===== src/rtl/pgw_pkg.sv =====
package pgw_pkg;
   localparam int unsigned BIT_PRESENT = 0;
   localparam int unsigned BIT_WRITE   = 1;
   localparam int unsigned BIT_USER    = 2;
   localparam int unsigned BIT_ACCESS  = 5;
   localparam int unsigned BIT_DIRTY   = 6;
   localparam int unsigned BIT_BIGPAGE = 7;

   localparam int unsigned ERR_PROT  = 0;
   localparam int unsigned ERR_WRITE = 1;
   localparam int unsigned ERR_USER  = 2;

   typedef enum logic [2:0] {
      ST_IDLE,
      ST_DIR_RD,
      ST_DIR_WB,
      ST_TBL_RD,
      ST_TBL_WB,
      ST_RESP
   } walk_st_t;
endpackage


===== src/rtl/pgw_entry_addr.sv =====
module pgw_entry_addr #(
   parameter int unsigned ADDR_W      = 32,
   parameter int unsigned IDX_W       = 10,
   parameter int unsigned OFF_W       = 12,
   parameter int unsigned ENTRY_BYTES = 4
) (
   input  logic [ADDR_W-1:0] base,
   input  logic [IDX_W-1:0]  idx,
   output logic [ADDR_W-1:0] addr
);
   localparam int unsigned SHIFT = $clog2(ENTRY_BYTES);
   localparam logic [ADDR_W-1:0] FRAME_MASK = ~((ADDR_W'(1) << OFF_W) - ADDR_W'(1));

   if ((1 << SHIFT) != ENTRY_BYTES) begin : g_bad_size
      $error("entry size must be a power of two");
   end
   if (IDX_W + SHIFT > OFF_W) begin : g_bad_fit
      $error("a table must fit inside one frame");
   end

   logic [ADDR_W-1:0] slot;

   if (SHIFT == 0) begin : g_byte_entries
      assign slot = ADDR_W'(idx);
   end else begin : g_wide_entries
      assign slot = ADDR_W'({idx, {SHIFT{1'b0}}});
   end

   assign addr = (base & FRAME_MASK) | slot;
endmodule


===== src/rtl/pgw_perm.sv =====
module pgw_perm
   import pgw_pkg::*;
#(
   parameter int unsigned ENTRY_W   = 32,
   parameter bit          IS_DIR    = 1'b1,
   parameter bit          AD_UPDATE = 1'b1
) (
   input  logic [ENTRY_W-1:0] entry,
   input  logic               is_write,
   input  logic               is_user,
   output logic               fault,
   output logic               prot,
   output logic               need_wb,
   output logic [ENTRY_W-1:0] wb_data
);
   if (ENTRY_W <= BIT_BIGPAGE) begin : g_bad_width
      $error("entry too narrow for flag bits");
   end

   logic present, user_ok, write_ok, big_bad;
   logic [ENTRY_W-1:0] set_bits;

   assign present  = entry[BIT_PRESENT];
   assign user_ok  = !is_user || entry[BIT_USER];
   assign write_ok = !(is_user && is_write) || entry[BIT_WRITE];

   if (IS_DIR) begin : g_dir
      assign big_bad  = entry[BIT_BIGPAGE];
      assign set_bits = ENTRY_W'(1) << BIT_ACCESS;
   end else begin : g_tbl
      assign big_bad  = 1'b0;
      assign set_bits = (ENTRY_W'(1) << BIT_ACCESS)
                      | (is_write ? (ENTRY_W'(1) << BIT_DIRTY) : '0);
   end

   assign fault = !present || !user_ok || !write_ok || big_bad;
   assign prot  = present;

   if (AD_UPDATE) begin : g_ad_on
      assign need_wb = |(set_bits & ~entry);
      assign wb_data = entry | set_bits;
   end else begin : g_ad_off
      assign need_wb = 1'b0;
      assign wb_data = entry;
   end
endmodule


===== src/rtl/pgw_walker.sv =====
module pgw_walker
   import pgw_pkg::*;
#(
   parameter int unsigned ADDR_W      = 32,
   parameter int unsigned IDX_W       = 10,
   parameter int unsigned OFF_W       = 12,
   parameter int unsigned ENTRY_BYTES = 4,
   parameter int unsigned VEC_W       = 8,
   parameter int unsigned PF_VECTOR   = 14,
   parameter bit          AD_UPDATE   = 1'b1
) (
   input  logic              clk,
   input  logic              rst_n,
   input  logic              paging_en,
   input  logic [31:0]       dir_base,
   input  logic              req_valid,
   output logic              req_ready,
   input  logic [31:0]       req_lin,
   input  logic              req_write,
   input  logic              req_user,
   output logic              rsp_valid,
   input  logic              rsp_ready,
   output logic [31:0]       rsp_phys,
   output logic              rsp_fault,
   output logic [2:0]        rsp_err,
   output logic [7:0]        rsp_vector,
   output logic [31:0]       fault_addr,
   output logic              mem_req,
   output logic              mem_we,
   output logic [31:0]       mem_addr,
   output logic [31:0]       mem_wdata,
   input  logic              mem_ack,
   input  logic [31:0]       mem_rdata
);
   localparam int unsigned DIR_LO = OFF_W + IDX_W;

   if (ADDR_W != 32) begin : g_bad_addr
      $error("port widths are fixed at 32 bits");
   end
   if (ADDR_W != 2 * IDX_W + OFF_W) begin : g_bad_split
      $error("index and offset widths must cover the address");
   end
   if (VEC_W != 8 || PF_VECTOR >= (1 << VEC_W)) begin : g_bad_vec
      $error("fault vector does not fit");
   end

   walk_st_t          st_q;
   logic [ADDR_W-1:0] lin_q, base_q, dent_q, wb_q, phys_q, faddr_q;
   logic              wr_q, usr_q, fault_q;
   logic [2:0]        err_q;

   logic [ADDR_W-1:0] dir_addr, tbl_addr;
   logic              d_fault, d_prot, d_need, t_fault, t_prot, t_need;
   logic [ADDR_W-1:0] d_wb, t_wb;

   pgw_entry_addr #(.ADDR_W(ADDR_W), .IDX_W(IDX_W), .OFF_W(OFF_W),
                    .ENTRY_BYTES(ENTRY_BYTES)) u_dir_addr (
      .base (base_q),
      .idx  (lin_q[ADDR_W-1:DIR_LO]),
      .addr (dir_addr)
   );

   pgw_entry_addr #(.ADDR_W(ADDR_W), .IDX_W(IDX_W), .OFF_W(OFF_W),
                    .ENTRY_BYTES(ENTRY_BYTES)) u_tbl_addr (
      .base (dent_q),
      .idx  (lin_q[DIR_LO-1:OFF_W]),
      .addr (tbl_addr)
   );

   pgw_perm #(.ENTRY_W(ADDR_W), .IS_DIR(1'b1), .AD_UPDATE(AD_UPDATE)) u_dir_perm (
      .entry    (mem_rdata),
      .is_write (wr_q),
      .is_user  (usr_q),
      .fault    (d_fault),
      .prot     (d_prot),
      .need_wb  (d_need),
      .wb_data  (d_wb)
   );

   pgw_perm #(.ENTRY_W(ADDR_W), .IS_DIR(1'b0), .AD_UPDATE(AD_UPDATE)) u_tbl_perm (
      .entry    (mem_rdata),
      .is_write (wr_q),
      .is_user  (usr_q),
      .fault    (t_fault),
      .prot     (t_prot),
      .need_wb  (t_need),
      .wb_data  (t_wb)
   );

   always_ff @(posedge clk) begin
      if (!rst_n) begin
         st_q    <= ST_IDLE;
         lin_q   <= '0;
         base_q  <= '0;
         dent_q  <= '0;
         wb_q    <= '0;
         phys_q  <= '0;
         faddr_q <= '0;
         wr_q    <= 1'b0;
         usr_q   <= 1'b0;
         fault_q <= 1'b0;
         err_q   <= '0;
      end else begin
         unique case (st_q)
            ST_IDLE: begin
               if (req_valid) begin
                  lin_q   <= req_lin;
                  wr_q    <= req_write;
                  usr_q   <= req_user;
                  base_q  <= dir_base;
                  fault_q <= 1'b0;
                  err_q   <= '0;
                  if (paging_en) begin
                     st_q <= ST_DIR_RD;
                  end else begin
                     phys_q <= req_lin;
                     st_q   <= ST_RESP;
                  end
               end
            end
            ST_DIR_RD: begin
               if (mem_ack) begin
                  if (d_fault) begin
                     fault_q            <= 1'b1;
                     faddr_q            <= lin_q;
                     err_q[ERR_PROT]    <= d_prot;
                     err_q[ERR_WRITE]   <= wr_q;
                     err_q[ERR_USER]    <= usr_q;
                     st_q               <= ST_RESP;
                  end else begin
                     dent_q <= mem_rdata;
                     wb_q   <= d_wb;
                     st_q   <= d_need ? ST_DIR_WB : ST_TBL_RD;
                  end
               end
            end
            ST_DIR_WB: begin
               if (mem_ack) st_q <= ST_TBL_RD;
            end
            ST_TBL_RD: begin
               if (mem_ack) begin
                  if (t_fault) begin
                     fault_q            <= 1'b1;
                     faddr_q            <= lin_q;
                     err_q[ERR_PROT]    <= t_prot;
                     err_q[ERR_WRITE]   <= wr_q;
                     err_q[ERR_USER]    <= usr_q;
                     st_q               <= ST_RESP;
                  end else begin
                     phys_q <= {mem_rdata[ADDR_W-1:OFF_W], lin_q[OFF_W-1:0]};
                     wb_q   <= t_wb;
                     st_q   <= t_need ? ST_TBL_WB : ST_RESP;
                  end
               end
            end
            ST_TBL_WB: begin
               if (mem_ack) st_q <= ST_RESP;
            end
            ST_RESP: begin
               if (rsp_ready) st_q <= ST_IDLE;
            end
            default: st_q <= ST_IDLE;
         endcase
      end
   end

   always_comb begin
      mem_req  = 1'b0;
      mem_we   = 1'b0;
      mem_addr = dir_addr;
      unique case (st_q)
         ST_DIR_RD: mem_req = 1'b1;
         ST_DIR_WB: begin mem_req = 1'b1; mem_we = 1'b1; end
         ST_TBL_RD: begin mem_req = 1'b1; mem_addr = tbl_addr; end
         ST_TBL_WB: begin mem_req = 1'b1; mem_we = 1'b1; mem_addr = tbl_addr; end
         default: ;
      endcase
   end

   assign mem_wdata  = wb_q;
   assign req_ready  = (st_q == ST_IDLE);
   assign rsp_valid  = (st_q == ST_RESP);
   assign rsp_phys   = phys_q;
   assign rsp_fault  = fault_q;
   assign rsp_err    = err_q;
   assign rsp_vector = fault_q ? VEC_W'(PF_VECTOR) : '0;
   assign fault_addr = faddr_q;
endmodule


===== config.mk =====
export PLATFORM = sky130hd
export DESIGN_NAME = pgw_walker
export DESIGN_NICKNAME = d
export VERILOG_FILES = /design/src/rtl/pgw_pkg.sv /design/src/rtl/pgw_entry_addr.sv /design/src/rtl/pgw_perm.sv /design/src/rtl/pgw_walker.sv
export SDC_FILE = /design/constraint.sdc
export NUM_CORES = 1
export LEC_CHECK = 0
export BUFFER_PORTS_ARGS = -buffer_cell sky130_fd_sc_hd__buf_2
export CAP_MARGIN = 20
export CORE_UTILIZATION = 40
export DETAILED_ROUTE_END_ITERATION = 10
export MAX_ROUTING_LAYER = met4
export PLACE_DENSITY = 0.68
export SLEW_MARGIN = 20
export SYNTH_ARGS = -nofsm -noshare
export SYNTH_HDL_FRONTEND = slang
export SYNTH_SLANG_ARGS = --single-unit

===== constraint.sdc =====
create_clock -name clk -period 1.6 [get_ports clk]
set_input_delay 0.24 -clock clk [delete_from_list [all_inputs] [get_ports clk]]
set_output_delay 0.24 -clock clk [all_outputs]
set_load 0.005 [all_outputs]

# == After elaboration in Yosys (flattened, before gate mapping) ==
# Index checks and enable logic that the tools add are counted.
# word_totals
wordCells,103
reg_bits,201
inputBits,104
# classes
n_mux,44
n_eq_ne,16
reduce_logical,26
bitwise,6
# op_table
cell,count
2-to-1 mux 32 bit,13
case mux 32 bit (2 select lines),3
OR 32 x 12 -> 32 bit,2
2-to-1 mux 3 bit,13
bitwise AND 32 bit,1
NOT 32 bit,1
OR 32 bit,1
OR reduction 32 bit,1
"inequality test 2 bit, second input constant",10
case mux 3 bit (6 select lines),1
AND reduction 5 bit,3
AND reduction 6 bit,2
2-to-1 mux 1 bit,10
case mux 3 bit (3 select lines),1
2-to-1 mux 7 bit,1
"equality test 3 x 2 -> 1 bit, second input constant",2
"equality test 3 bit, second input constant",2
zero test 1 bit,5
logical OR 1 bit,5
2-to-1 mux 4 bit,1
nonzero test 2 bit,2
OR reduction 2 bit,2
OR reduction 4 bit,1
"equality test 3 x 1 -> 1 bit, second input constant",1
8 further kinds,8

# == Longest topological paths before layout ==
# depth
word_depth,9
ltp_mapped,6
mapped_depth_nobuf,4

# == By module ==
# Synthesis repeated with hierarchy kept, for this count alone.
# unflattened
hier_cells,1099
area_unflattened_um2,9731.8
# modules_own_cells
mod,cells_per_inst,instances,area_each_um2,seq_area_each_um2
pgw_walker,955,1,8675.8,4023.9
pgw_entry_addr,33,2,244.0,0.0
pgw_perm at u_dir_perm,39,1,286.5,0.0
pgw_perm at u_tbl_perm,39,1,281.5,0.0

# == Worst setup path before layout ==
# OpenSTA, ideal clock, no wires.
# synth_path
path_kind,reg2out
startpoint,register st_q[0]
endpoint,output port mem_addr[10]
arrival_time_ps,1405
required_ps,1360
stages_incl_launch_ff,6
setup_slack_ps,-45
n_path_buf,2
path_cell_list,dfxtp_1 > buf_2 > nor2_1 > a21boi_1 > buf_2 > mux2_2
# synth_via
elab_chain_len,3
# synth_lines
item,line,rtl
start: declaration,pgw_walker.sv:47,walk_st_t st_q;
start signal: assignment,pgw_walker.sv:133,st_q <= d_need ? ST_DIR_WB : ST_TBL_RD;
start signal: assignment,pgw_walker.sv:152,st_q <= t_need ? ST_TBL_WB : ST_RESP;
equality test 3 bit or equality test 3 x 2 -> 1 bit (tied branches),pgw_walker.sv:171,unique case (st_q)
OR reduction 2 bit (no line) (*),--,
2-to-1 mux 32 bit (*),pgw_walker.sv:171,
end: declaration,pgw_walker.sv:30,"output logic [31:0] mem_addr,"
# Every way passes the cells marked *; elsewhere a longest branch is shown, timed or not.

# == Final worst setup path ==
# layout_path
startpoint,register st_q[2]
endpoint,output port mem_addr[15]
# The elaborated chain is that of the path after synthesis.

==> results.json <==
{
  "status": "finished, violations left",
  "violations": "setup timing",
  "fp.dieH_um": 140,
  "synth_seq_cells": 177,
  "grt_use_total_pct": 22.8,
  "drc": 0,
  "start_util_pct": 40.7,
  "finalCritPeriodShare_pct": 133,
  "clockRootBuffer": "clkbuf_16",
  "vias": 6864,
  "criticalPathCategory": "reg2out",
  "hpwl_mm": 15.4,
  "vias_per_cell": 5.08,
  "leakage_nw": 4.95,
  "cts-htree-levels": 4,
  "grt_overflow_total": 0,
  "dp_slack_ns": -0.102,
  "powerDensity_mw_per_mm2": 1300,
  "syn-cell-area_mm2": 0.00761,
  "cts_hold_buf": 0,
  "fmax_mhz": 470,
  "grt_max_degree": 72,
  "clk_pin_slew_worst_paths_ns": 0.07,
  "wl_per_cell_um": 18.1,
  "drv_slew": 0,
  "drt_iter0_markers": 395,
  "gp_congestion": 0.825,
  "dieArea_mm2": 0.0196,
  "antenna_found_initial": 1,
  "synthArstFlopShare_pct": 0,
  "setup_slack_ns": -0.526,
  "final_cells": 1352,
  "io_buffer_count": 228,
  "wirelength_mm": 24.5,
  "cts_made_buffers": 17,
  "synthFlopType": "dfxtp_1",
  "endpoint_kind": "primary output",
  "hold_viol": 0,
  "hold_class": "in2reg",
  "synth.yosys.seq_area_share_pct": 46.6,
  "path_max_fanout": 5,
  "core_area_mm2": 0.0187,
  "skew_ns": 0.0102,
  "grt_pass1_wl_mm": 33.5,
  "cts_max_path_buffers": 2,
  "drive_above_1_share_pct": 40.4,
  "ys_types": 42,
  "grt_setup_unrepaired": "true",
  "synthCells": 859,
  "fin_nets": 1210,
  "cts_sinks": 177,
  "rows": 50,
  "startpoint_type": "register",
  "finalSetupViolations": 114,
  "crit_required_ns": 1.36,
  "clk_latency_ns": 0.43,
  "arrival_ns": 1.89,
  "io_pins": 248,
  "areaGrowthSynthToFinish_pct": 42.1,
  "ant_nets": 0,
  "maxCapViolations": 0,
  "min_period_ns": 2.13,
  "synth_edf_count": 0,
  "placed_cells": 1291,
  "peakVddDrop_uv": 795,
  "synth.avg_cell_area_um2": 8.86,
  "dieWidth_um": 140,
  "cts_tree": "yes",
  "firstDrtPassIters": 5,
  "grt_pass1_vias": 6234,
  "ys_warn_count": 0
}
through the flow:
stage               total power, mW  TNS, ns  cell area, µm²  hold WS (ns)  util, %
floorplan                      7.05        0            7650         0.375        -
global placement               8.34    -2.37            9180         0.433     49.1
detailed placement             8.39    -2.92            9180         0.437     49.1
CTS                            12.5   -15.21            9830        0.0249     52.6
global route                   14.7   -28.99           10800        0.0339     57.8
finish                         14.1   -20.28           10800        0.0452     57.8
power by group:
group | switching [mW] | internal [mW] | leakage (nW) | total (mW)
Sequential | 0.342 | 4.88 | 1.44 | 5.22
Clock | 1.78 | 2.27 | 0.275 | 4.06
Combinational | 2.28 | 2.51 | 3.23 | 4.79
Total | 4.41 | 9.66 | 4.95 | 14.1
critical path, cell delays in order, from the launching register on:
cell,delay [ns]
dfxtp_4,0.36
nand3b_1,0.12
a21boi_4,0.23
buf_12,0.16
clkbuf_16,0.16
mux2_4,0.31
buf_6,0.12
layer usage:
metal	global-route usage, %	up-vias	wire (µm)	share of wire (%)
li1	-	3352	-	-
met1	29.3	3226	11100	45
met2	36.0	244	11400	47
met3	4.51	42	1470	6.0
met4	7.58	0	507	2.1
met5	-	-	0	0
synthesized netlist by cell type, types with 2 or more instances:
cell,count,area [µm²]
dfxtp_1,177,3540
buf_4,10,75.1
a221oi_1,2,17.5
nor2_1,6,22.5
nor2b_1,3,18.8
buf_6,3,33.8
clkbuf_1,36,135
or3_1,2,12.5
a21boi_0,4,30.0
buf_1,3,11.3
mux2_1,5,56.3
nand3_1,39,195
o21a_1,3,22.5
inv_1,3,11.3
mux2_2,57,642
mux2i_1,81,811
nand3b_1,3,22.5
a21oi_1,2,10.0
a21boi_1,52,390
nor3_1,2,10.0
o21ai_1,35,175
xnor2_1,2,17.5
nand2b_1,2,12.5
buf_2,25,125
nand2_1,282,1060
o21ai_0,4,20.0
placed cells by master, fill, tap and decap left out, types with 4 or more instances in the layout:
cell	instances
mux2_4	22
buf_6	29
buf_12	14
buf_4	32
nand2_1	259
clkbuf_16	29
conb_1	7
nor2_1	5
buf_2	205
mux2i_1	80
buf_8	4
dfxtp_1	173
nand3_1	37
o21ai_1	35
nand2_2	7
a21boi_2	14
clkbuf_8	4
a21boi_1	41
o21ai_0	4
nand2_4	16
mux2_2	38
flip-flops by register name, indices dropped and copies added (netlist names):
name / flops
fault_addr: 32
rsp_phys: 32
base_q: 20
dent_q: 20
st_q: 3
rsp_err: 3
usr_q: 1
mem_wdata: 32
lin_q: 32
wr_q: 1
rsp_fault: 1
cell type report:
cell class | count | area, µm²
well taps | 234 | 293
diodes | 1 | 2.50
clock buffers | 20 | 467
fillers | 1641 | 7890
clock inverters | 10 | 103
multi-input cells | 609 | 4110
flip-flops and latches | 177 | 3560
repair buffers | 298 | 2270
inverters | 3 | 15.0
cell families after synthesis:
logic type / share of synthesized area, %
AOI/OAI and AO/OA: 9.67
and+or+nand+nor: 18.5
buffers and inverters: 5.15
DFF: 46.6
xor gates and xnor gates: 0.230
muxes: 19.8
other: 0.0493
path summary, 6_finish.rpt:
path / to / depth (start not counted) / slack (ns) / start
setup / recovery: mem_addr[15] / 6 / -0.53 / st_q[2]
hold / removal: base_q[14] / 3 / 0.05 / dir_base[14]
setup reg to reg: rsp_phys[2] / 8 / -0.14 / st_q[0]
hold reg to reg: fault_addr[12] / 2 / 0.45 / fault_addr[12]
what timing repair did:
item | in CTS | in global routing
pin swaps | 3 | 33
endpoints found under the setup margin | 73 | 175
cloned | 1 | 15
resized for setup | 16 | 129
setup buffers | 1 | 15
No activity file was read; power rests on OpenSTA's default activity.
